--- config.mk ---
export PLATFORM = sky130hd
export DESIGN_NAME = frame_status_fifo
export DESIGN_NICKNAME = d
export VERILOG_FILES = /design/src/rtl/frame_status_fifo.sv
export SDC_FILE = /design/constraint.sdc
export NUM_CORES = 1
export LEC_CHECK = 0
export ABC_AREA = 1
export BUFFER_PORTS_ARGS = -buffer_cell sky130_fd_sc_hd__buf_4
export CORE_ASPECT_RATIO = 0.6
export CORE_MARGIN = 2
export CORE_UTILIZATION = 55
export CTS_CLUSTER_DIAMETER = 150
export DETAILED_ROUTE_END_ITERATION = 10
export PLACE_DENSITY_LB_ADDON = 0.1
export SLEW_MARGIN = 10
export SYNTH_ARGS = -nofsm -noshare
export SYNTH_HDL_FRONTEND = slang
export SYNTH_SLANG_ARGS = --single-unit
export TNS_END_PERCENT = 1
--- constraint.sdc ---
create_clock -name clk -period 3.32 [get_ports clk]
set_clock_uncertainty 0.05 [all_clocks]
set_input_delay 0.996 -clock clk [delete_from_list [all_inputs] [get_ports clk]]
set_output_delay 0.996 -clock clk [all_outputs]
set_load 0.02 [all_outputs]
--- src/rtl/frame_status_fifo.sv ---
module frame_status_fifo #(
  parameter int DEPTH  = 10,
  parameter int CNT_W  = 14,
  parameter int STAT_W = 5
) (
  input  logic                      clk,
  input  logic                      rst_n,
  input  logic                      en_a,
  input  logic                      en_b,
  input  logic                      mode_a,
  input  logic                      mode_b,
  input  logic                      push_a,
  input  logic [CNT_W-1:0]          cnt_a,
  input  logic [STAT_W-1:0]         stat_a,
  input  logic                      push_b,
  input  logic [CNT_W-1:0]          cnt_b,
  input  logic [STAT_W-1:0]         stat_b,
  input  logic [CNT_W+STAT_W-1:0]   live_a,
  input  logic [CNT_W+STAT_W-1:0]   live_b,
  input  logic                      rd_ch,
  input  logic                      rd_lo,
  input  logic                      rd_stb,
  output logic [CNT_W+STAT_W-4:0]   rd_data,
  output logic [1:0]                en_rb
);
  localparam int ENT_W = CNT_W + STAT_W;
  localparam int HI_W  = ENT_W - 8;
  localparam int RD_W  = HI_W + 5;
  localparam int PTR_W = (DEPTH > 1) ? $clog2(DEPTH) : 1;
  localparam int OCC_W = $clog2(DEPTH + 1);

  logic [1:0] en_raw, eff, mode, push, active, has_data, ovf_w;
  logic [ENT_W-1:0] din  [2];
  logic [ENT_W-1:0] live [2];
  logic [ENT_W-1:0] head [2];
  logic [OCC_W-1:0] occ_w [2];
  logic [OCC_W-1:0] occ_a_mon, occ_b_mon;
  logic ovf_a_mon;

  assign en_raw  = {en_b, en_a};
  assign eff     = {en_a | en_b, en_a};
  assign mode    = {mode_b, mode_a};
  assign push    = {push_b, push_a};
  assign active  = eff & mode;
  assign din[0]  = {stat_a, cnt_a};
  assign din[1]  = {stat_b, cnt_b};
  assign live[0] = live_a;
  assign live[1] = live_b;
  assign en_rb   = eff;

  for (genvar c = 0; c < 2; c++) begin : g_ch
    logic [ENT_W-1:0] mem [DEPTH];
    logic [PTR_W-1:0] wp, rp;
    logic [OCC_W-1:0] occ;
    logic ovf_r, en_q, clr, full, do_push, do_pop;

    assign clr     = ~eff[c] | (en_q & ~en_raw[c]);
    assign full    = (occ == OCC_W'(DEPTH));
    assign do_pop  = rd_stb & rd_lo & (rd_ch == 1'(c)) & active[c] & (occ != '0) & ~clr;
    assign do_push = push[c] & active[c] & ~clr & (~full | do_pop);

    always_ff @(posedge clk or negedge rst_n) begin
      if (!rst_n) begin
        wp    <= '0;
        rp    <= '0;
        occ   <= '0;
        ovf_r <= 1'b0;
        en_q  <= 1'b0;
      end else begin
        en_q <= en_raw[c];
        if (clr) begin
          wp    <= '0;
          rp    <= '0;
          occ   <= '0;
          ovf_r <= 1'b0;
        end else begin
          if (do_push) wp <= (wp == PTR_W'(DEPTH - 1)) ? '0 : wp + 1'b1;
          if (do_pop)  rp <= (rp == PTR_W'(DEPTH - 1)) ? '0 : rp + 1'b1;
          if (do_push && !do_pop)      occ <= occ + 1'b1;
          else if (do_pop && !do_push) occ <= occ - 1'b1;
          if (push[c] && active[c] && full && !do_pop) ovf_r <= 1'b1;
        end
      end
    end

    always_ff @(posedge clk) begin
      if (do_push) mem[wp] <= din[c];
    end

    assign has_data[c] = (occ != '0);
    assign head[c]     = has_data[c] ? mem[rp] : '0;
    assign occ_w[c]    = occ;
    assign ovf_w[c]    = ovf_r;
  end

  logic [ENT_W-1:0] word;
  logic [1:0]       flags;

  assign word    = active[rd_ch] ? head[rd_ch] : live[rd_ch];
  assign flags   = active[rd_ch] ? {has_data[rd_ch], ovf_w[rd_ch]} : 2'b00;
  assign rd_data = rd_lo ? {{(RD_W-8){1'b0}}, word[7:0]}
                         : {flags, 3'b000, word[ENT_W-1:8]};

  assign occ_a_mon = occ_w[0];
  assign occ_b_mon = occ_w[1];
  assign ovf_a_mon = ovf_w[0];
endmodule


### Word-level counts from Yosys, hierarchy flattened

Memories as Yosys holds them, arrays and structs flattened.
Index checks and enable logic that the tools add are counted.

* add/sub/neg operators: 8
* $lt $le $gt $ge: 2
* equality and inequality tests: 6
* mux-type cells: 43
* bitwise gates (word level): 32
* reductions and logical operators: 24

Operators by type and width (number)
* $mux W19: 9
* $mux W4: 18
* $add A4 B1 Y4 const B: 6
* $eq A4 B4 Y1 const B: 6
* $and A1 B1 Y1: 17
* $mux W16: 1
* $mux W1: 14
* $reduce_bool A2 Y1: 6
* $logic_and A1 B1 Y1: 10
* $not A1 Y1: 8
* $reduce_bool A4 Y1: 2
* $sub A4 B1 Y4 const B: 2
* $reduce_bool A3 Y1: 2
* $or A1 B1 Y1: 5
* $logic_not A1 Y1: 4
* $and A2 B2 Y2: 1
* $ge A2 B2 Y1 const B: 1
* $lt A1 B2 Y1 const B: 1
* $mux W2: 1
* $not A1 Y2: 1

* register bits after elaboration: 28
* RAM bits: 380
* input bits: 87
* output and inout bits: 18
* memories: 2

Memories
* g_ch[0].mem: depth 10, bits a word 19, rd ports 1, clocked after memory_dff 0, wr ports 1, line 52 `logic [ENT_W-1:0] mem [DEPTH];`
* g_ch[1].mem: depth 10, bits a word 19, rd ports 1, clocked after memory_dff 0, wr ports 1, line 52

### Longest topological paths before layout

Gate-level depths: netlist of the first run.

* depth in word-level cells: 12
* gate-level depth with buffers: 14
* mapped depth without buffers: 14

### Least setup slack after synthesis of the first run

Ideal clock, no wire load.

* kind: input to register
* start: input port rd_ch
* end: memory g_ch[0].mem[8][0] in the netlist's numbering (enable)
* data arrival time: 3.494 ns
* data required time: 2.826 ns
* slack: -0.668 ns
* stages: 8
* buffers on the path: 1
* cell sequence: buf_2 inv_2 nand2_1 inv_2 nand3_2 nand2_1 nand3_1 nor4_1

* cells in the longest elaborated chain, start to end: 9

Ends and longest elaborated chain
* from (decl): line 20 `input logic rd_ch,`
* $not A1 Y1: line 59 `assign do_pop = rd_stb & rd_lo & (rd_ch == 1'(c)) & active[c] & (occ != '0) & ~clr;`
* $and A1 B1 Y1 (4 in series): line 59
* $or A1 B1 Y1: line 60 `assign do_push = push[c] & active[c] & ~clr & (~full | do_pop);`
* $and A1 B1 Y1: line 60
* $mux W1: line 87 `if (do_push) mem[wp] <= din[c];`
* $mux W1 (not written as such): line 87
* to (decl): line 52

Every way passes these cells.

### Worst setup path in the final report of the first run

* start: register g_ch[0].rp[0]
* end: output port rd_data[7]

* cells in the longest elaborated chain, start to end: 7

Ends and longest elaborated chain
* from (decl): line 53 `logic [PTR_W-1:0] wp, rp;`
* from (signal assigned): line 78 `if (do_pop) rp <= (rp == PTR_W'(DEPTH - 1)) ? '0 : rp + 1'b1;`
* $mem_v2 Z10 W19
* $mux W19: line 91 `assign head[c] = has_data[c] ? mem[rp] : '0;`
* $mux W19 (not written as such) (3 in series): line 99 `assign word = active[rd_ch] ? head[rd_ch] : live[rd_ch];`
* $mux W19: line 99
* $mux W16: line 101 `assign rd_data = rd_lo ? {{(RD_W-8){1'b0}}, word[7:0]}`
* to (decl): line 23 `output logic [CNT_W+STAT_W-4:0] rd_data,`

Every way passes these cells. The select of a mux whose other input is x is not followed.

==> summary.txt, run 1 <==
Arr. time, crit path: 2.53 ns
worst reg2reg path depth: 12
global-route wire length before repair: 69,900 µm
commonest non-fill, non-tap cells in the layout: nand2_1, edfxtp_1, buf_4, nand3_1, nor2_1
r2r setup slk: 1.01 ns
Finished Layout Cells: 2,314
Post-synth EDFFs: 380
largest net degree at the start of global routing: 80
Initial Util: 55.5%
chip height: 144 µm
1st-iter DRT viols: 1,506
Bufs on Longest Clock Path: 3
pre-CTS setup slack: -0.134 ns
Worst R2R End: g_ch[0].occ[3]
commonest non-fill, non-tap cell in the layout: nand2_1
Worst VDD drop: 0.362 mV
Die Area: 0.0340 mm²
failing checks: negative setup slack
CP endpoint kind: primary output
post-synthesis sequential area ratio: 67.6%
fmax: 280 MHz
critical-path maximum fanout: 22
crit share post-route: 108%
CTS Buf Count: 38
Reg2Reg Launch Point: g_ch[0].occ[1]
Vias per Instance: 5.60
syn_area_per_cell: 10.5 µm²
synth unique cells: 43
WL final: 48,900 µm
worst path cell trace: clkinv_8 > buf_16 > nand2_1 > nand3_1 > nand3_2 > nand3_2 > nand2_2 > nand2_1 > nand2_1 > nand2_1 > a21oi_2 > buf_4
WS Path Type: register to primary output
Root Buffer: clkbuf_16
GRT Residual Overflow: 0
maxcap violations: 0
Power Density: 537 mW/mm²
GRT Overall Usage: 27.7%
Yosys warnings: 0
hpwl dp: 28,200 µm
Worst Max-Slew Pin Slew: 0.797 ns
Vias: 13.0k
H-tree depth: 2
synthesis-to-layout area growth: 22.6%
vias in the first global route: 11.7k
nets: 1,959
DP Area: 0.0197 mm²
run status: finished, violations left
initial antenna violation count: 0
Leakage Power: 8.79 nW
CORE AREA: 0.0322 mm²
I/O Buffers: 101
Post-route DRC: 0
Cell Rows: 51
Slew HR: 46.8%
minimum clock period: 3.57 ns
CP max stage delay: 0.57 ns
dpl cells: 2,214
asr flop ratio synth: 6.63%
clock-pin slew of the registers on the worst-case setup and hold paths: 0.06 ns
Slew Limit Fails: 0
antenna-violating nets left: 0
TritonCTS clock tree: done
Final setup viols: 11
final-report hold violation count: 0
worst setup margin: -0.254 ns
most used cell along the critical path: nand2_1
crit path from: g_ch[0].rp[0]
Worst path slowest cell: dfrtp_4
clk sinks: 407
Clk Latency, worst-skew pair: 0.55 ns
num ports: 105
flip-flop and latch count after synthesis: 407
fillcell total: 2,372
Die Wd: 237 µm
RSZ-0062 raised after global routing: yes
drt pass-1 iters: 5
Finished Cell Area: 0.0219 mm²
Hold Slack: 0.318 ns
Mapped Cells: 1,698
Critical Path Source Type: register
Syn Std Cell Area: 0.0179 mm²
ys flop type: edfxtp_1
worst hold path type: input port to async pin
DR WL/cell: 21.1 µm
Final GP Congestion: 0.835
ratio of cells with drive above 1 in the final layout: 20.5%
hold-fix buffers at CTS: 0
total power: 11.8 mW
# diodes: 0
CP Data Required Time: 2.27 ns
-- repair_timing --
item	4_1_cts	5_1_grt
hold endpoints to repair	0	0
gates cloned	5	15
resized for setup	24	108
pin swaps	1	38
setup endpoints to repair	12	13
buffers inserted	0	12
-- cell type report --
class,instances,area (µm²),area share [%]
inverter,149,587,2.68
tap,424,531,2.42
sequential,407,12100,55.2
timing repair buffer,213,2380,10.8
clock buffer,48,988,4.51
multi-input combinational,1053,5180,23.7
clock inverter,20,159,0.725
-- power breakdown --
group	internal (mW)	switching (mW)
Sequential	5.70	0.0704
Clock	2.28	1.88
Combinational	0.735	1.12
Total	8.71	3.07
-- worst max-delay path by stage --
stage | end | slack [ns]
after floorplan | g_ch[1].mem[2][0] | -0.30
after detailed placement | rd_data[10] | -0.13
after global routing | rd_data[1] | -0.39
final | rd_data[7] | -0.25
after global placement | rd_data[9] | -0.10
after CTS | rd_data[6] | -0.26
-- cell usage after synthesis (3+ instances only) --
cell type / number / area share, %
buf_1: 4 / 0.084
a32o_1: 6 / 0.34
o21ai_1: 18 / 0.50
nand2_1: 482 / 10
o21ai_2: 3 / 0.15
buf_2: 47 / 1.3
a21oi_1: 54 / 1.5
inv_1: 135 / 2.8
ha_1: 8 / 0.56
o211ai_1: 29 / 1.2
xor2_1: 7 / 0.34
o22ai_1: 6 / 0.21
buf_4: 4 / 0.17
o21ai_0: 67 / 1.9
nor2_1: 160 / 3.4
nand2_2: 3 / 0.10
nand3_1: 177 / 5.0
edfxtp_1: 380 / 64
a211oi_1: 3 / 0.13
nor3_1: 5 / 0.14
clkbuf_1: 35 / 0.73
inv_2: 12 / 0.25
dfrtp_1: 27 / 3.8
-- worst max-delay path: cells and delay by family (launching register included) --
family / cells / cell delay (ns)
AOI/OAI and AO/OA: 1 / 0.22
DFF: 1 / 0.57
buffers and inverters: 3 / 0.51
and+or+nand+nor: 8 / 0.67
-- per-stage QoR --
stage                     util, %  TNS (ns)
after floorplan                 -    -11.57
after detailed placement     61.2     -1.00
after CTS                    65.6     -2.57
final                        68.0     -2.46
after global routing         68.0     -3.69
after global placement       61.2    -0.751
-- state kept, by name (all words and copies together) (netlist names) --
register and cells:
g_ch.rp 8, g_ch.en_q 1, g_ch.mem 380, g_ch.occ 8, g_ch.ovf_r 2, g_ch.wp 8
-- routing by layer --
layer | vias to the layer above | wire (µm) | global-route usage, %
met3 | 76 | 4670 | 5.95
met2 | 577 | 21100 | 40.7
met4 | 0 | 1010 | 7.46
li1 | 6082 | - | -
met5 | - | 0 | 0
met1 | 6221 | 22100 | 41.9
-- kinds of logic after synthesis --
kind of cell / count (synthesis) / share of synthesized area (%)
buffers and inverters: 240 / 5.51
flip-flops: 407 / 67.6
AO/OA/AOI/OAI: 191 / 6.25
other: 1 / 0.0210
adder cells (fa/ha/maj): 10 / 0.784
XOR/XNOR: 9 / 0.441
AND/OR/NAND/NOR: 840 / 19.4
Power figures use the tool's default switching activity.
==> run 2, diff against run 1 <==
CAP_MARGIN = 25   (was unset)
CORE_UTILIZATION = 41   (was 55)
CTS_BUF_LIST = sky130_fd_sc_hd__clkbuf_16   (was unset)
==> run 2 against run 1 <==
- the run still ends with negative setup slack left
- sequential cell count unchanged
- final area increased by 0.95%
- combinational power about the same
- critical path depth decreased by 3
- hold slack improved by 0.014 ns
- core utilization decreased by 17 points
- critical path type unchanged
- maximum frequency increased by 2.6%
- sequential power about the same
- global-route usage decreased by 5.7 points
- worst setup slack improved by 0.092 ns
- sequential share of layout area decreased by 0.52 points
- via count decreased by 2.1%
==> summary.txt, run 2 (synthesis gave the netlist of run 1 again) <==
1st-iter DRT viols: 1,201 (-20%)
Pint: 8.93 mW (+2.5%)
GRT Overall Usage: 22.0% (-5.7 points)
DR WL/cell: 20.6 µm (-2.6%)
largest net degree at the start of global routing: 81 (+1.3%)
Bufs on Longest Clock Path: 3 (unchanged)
critical-path maximum fanout: 23 (+4.5%)
Clock power frac: 37.2% (+1.9 points)
Reg2Reg Launch Point: g_ch[0].occ[1]
run status: finished, violations left
clk sinks: 407 (unchanged)
Critical Path Source Type: register
vias in the first global route: 11.9k (+2.0%)
WS Path Type: register to primary output
Clk Latency, worst-skew pair: 0.55 ns (about the same)
Die Area: 0.0454 mm² (+33%)
pre-CTS setup slack: -0.284 ns (-0.150 ns)
nets: 1,956 (-0.15%)
CP endpoint kind: primary output
initial antenna violation count: 0 (unchanged)
# diodes: 0 (unchanged)
RSZ-0062 raised after global routing: yes
Vias: 12.7k (-2.1%)
Slew Limit Fails: 0 (unchanged)
crit share post-route: 105% (-2.8 points)
drt pass-1 iters: 5 (unchanged)
hold-fix buffers at CTS: 0 (unchanged)
worst setup margin: -0.162 ns (+0.0917 ns)
commonest non-fill, non-tap cell in the layout: nand2_1
final-report hold violation count: 0 (unchanged)
Worst Max-Slew Pin Slew: 0.541 ns (-0.256 ns)
I/O Buffers: 101 (unchanged)
H-tree depth: 2 (unchanged)
failing checks: negative setup slack
final setup TNS: -1.40 ns (+1.06 ns)
num ports: 105 (unchanged)
clock-pin slew of the registers on the worst-case setup and hold paths: 0.07 ns (about the same)
P_sw: 3.16 mW (+2.8%)
max FFs per register: 380 (unchanged)
global-route wire length before repair: 75,100 µm (+7.5%)
chip height: 166 µm (+15%)
TritonCTS clock tree: done
fin util: 51.2% (-17 points)
Worst VDD drop: 0.384 mV (+6.0%)
minimum clock period: 3.48 ns (-0.0917 ns)
fmax: 287 MHz (+2.6%)
GRT Residual Overflow: 0 (unchanged)
crit path from: g_ch[0].rp[0]
Vias per Instance: 5.14 (-8.1%)
Root Buffer: clkbuf_16
worst hold path type: input port to async pin
Final setup viols: 12 (+1)
Post-route DRC: 0 (unchanged)
share of power burned in combinational logic: 15.1% (-0.6 points)
r2r setup slk: 0.98 ns (-0.03 ns)
hpwl dp: 30,300 µm (+7.7%)
CTS Buf Count: 41 (+7.9%)
Final GP Congestion: 0.808 (-3.3%)
Power Density: 546 mW/mm² (+1.7%)
maxcap violations: 0 (unchanged)
WL final: 50,800 µm (+3.9%)
Slew HR: 63.5% (+17 points)
synthesis-to-layout area growth: 23.8%
Cell Rows: 59 (+16%)
Worst R2R End: g_ch[0].occ[3]
Initial Util: 41.4% (-14 points)
Arr. time, crit path: 2.44 ns (-0.09 ns)
CP Data Required Time: 2.27 ns (about the same)
fillcell total: 3,834 (+62%)
Largest Register: g_ch.mem
CORE AREA: 0.0432 mm² (+34%)
worst reg2reg path depth: 12 (unchanged)
commonest non-fill, non-tap cells in the layout: nand2_1, edfxtp_1, nand3_1, buf_4, nor2_1
Net Sw Frac: 26.1% (+0.057 points)
crit path to: rd_data[0]
antenna-violating nets left: 0 (unchanged)
Reg power frac: 47.7% (-1.3 points)
Leakage Power: 8.81 nW (+0.17%)
ratio of cells with drive above 1 in the final layout: 20.0% (-0.46 points)
Die Wd: 274 µm (+16%)
## run 2: changes by cell type in the layout (fill, tap and decap cells not counted), moves of 5 or more
cell      delta
nand3_2      -8
nand2_2      -6
nand3_1      +8
buf_12      +11
inv_1        +5
clkbuf_1    -10
nand2_1      +5
## run 2: how the worst min path moves through the flow
stage / slack (ns) / depth (start not counted) / startpoint / to
floorplan: 0.40 / 2 / g_ch[0].ovf_r / g_ch[0].ovf_r
global placement: 0.43 / 2 / g_ch[0].ovf_r / g_ch[0].ovf_r
detailed placement: 0.43 / 2 / g_ch[0].ovf_r / g_ch[0].ovf_r
CTS: 0.33 / 1 / rst_n / g_ch[1].occ[1]
global route: 0.34 / 1 / rst_n / g_ch[1].occ[2]
finish: 0.33 / 1 / rst_n / g_ch[1].occ[1]
## run 2: cell type report
class	instances	area (µm²)	area share (%)
timing repair buffer	207	2300	10.4
tap	579	724	3.27
sequential	407	12100	54.7
multi-input combinational	1053	5150	23.3
clock inverter	30	228	1.03
inverter	149	587	2.65
clock buffer	42	1050	4.75
## run 2: through the flow
stage,instance area [µm²],instances,hold slack (ns),power [mW]
finish,22100,2467,0.332,12.1
detailed placement,20100,2373,0.433,7.45
CTS,21700,2450,0.325,12.1
global placement,20100,2373,0.429,7.44
global route,22100,2467,0.344,12.6
floorplan,17900,1700,0.404,6.80
## run 2: what timing repair did
item | 4_1_cts | 5_1_grt
buffers inserted | 1 | 11
resized for setup | 40 | 76
setup endpoints to repair | 13 | 13
pin swaps | 3 | 16
gates cloned | 4 | 7
## run 2: critical path, cell delays in order, from the launching register on
cell and delay [ns]:
dfrtp_4 0.56, clkinv_8 0.15, buf_16 0.20, o21ai_0 0.40, nand3_2 0.13, nand2_1 0.09
nand2_2 0.07, nand2_1 0.09, a21oi_2 0.04, buf_4 0.16
## run 2: power by group through the flow
stage | logic (mW) | registers [mW] | clock network (mW)
6_report | 1.82 | 5.76 | 4.50
5_1_grt | 2.01 | 5.77 | 4.78
4_1_cts | 1.70 | 5.76 | 4.59
3_5_place_dp | 1.59 | 5.86 | 0
3_3_place_gp | 1.58 | 5.86 | 0
2_1_floorplan | 0.948 | 5.85 | 0
## run 2: layer usage
metal,part of all wire (%),GRT usage (%),vias up
met5,0,0,-
met4,1.2,3.97,0
met3,6.3,3.63,46
met2,41,30.9,342
met1,51,35.7,6224
li1,-,-,6076
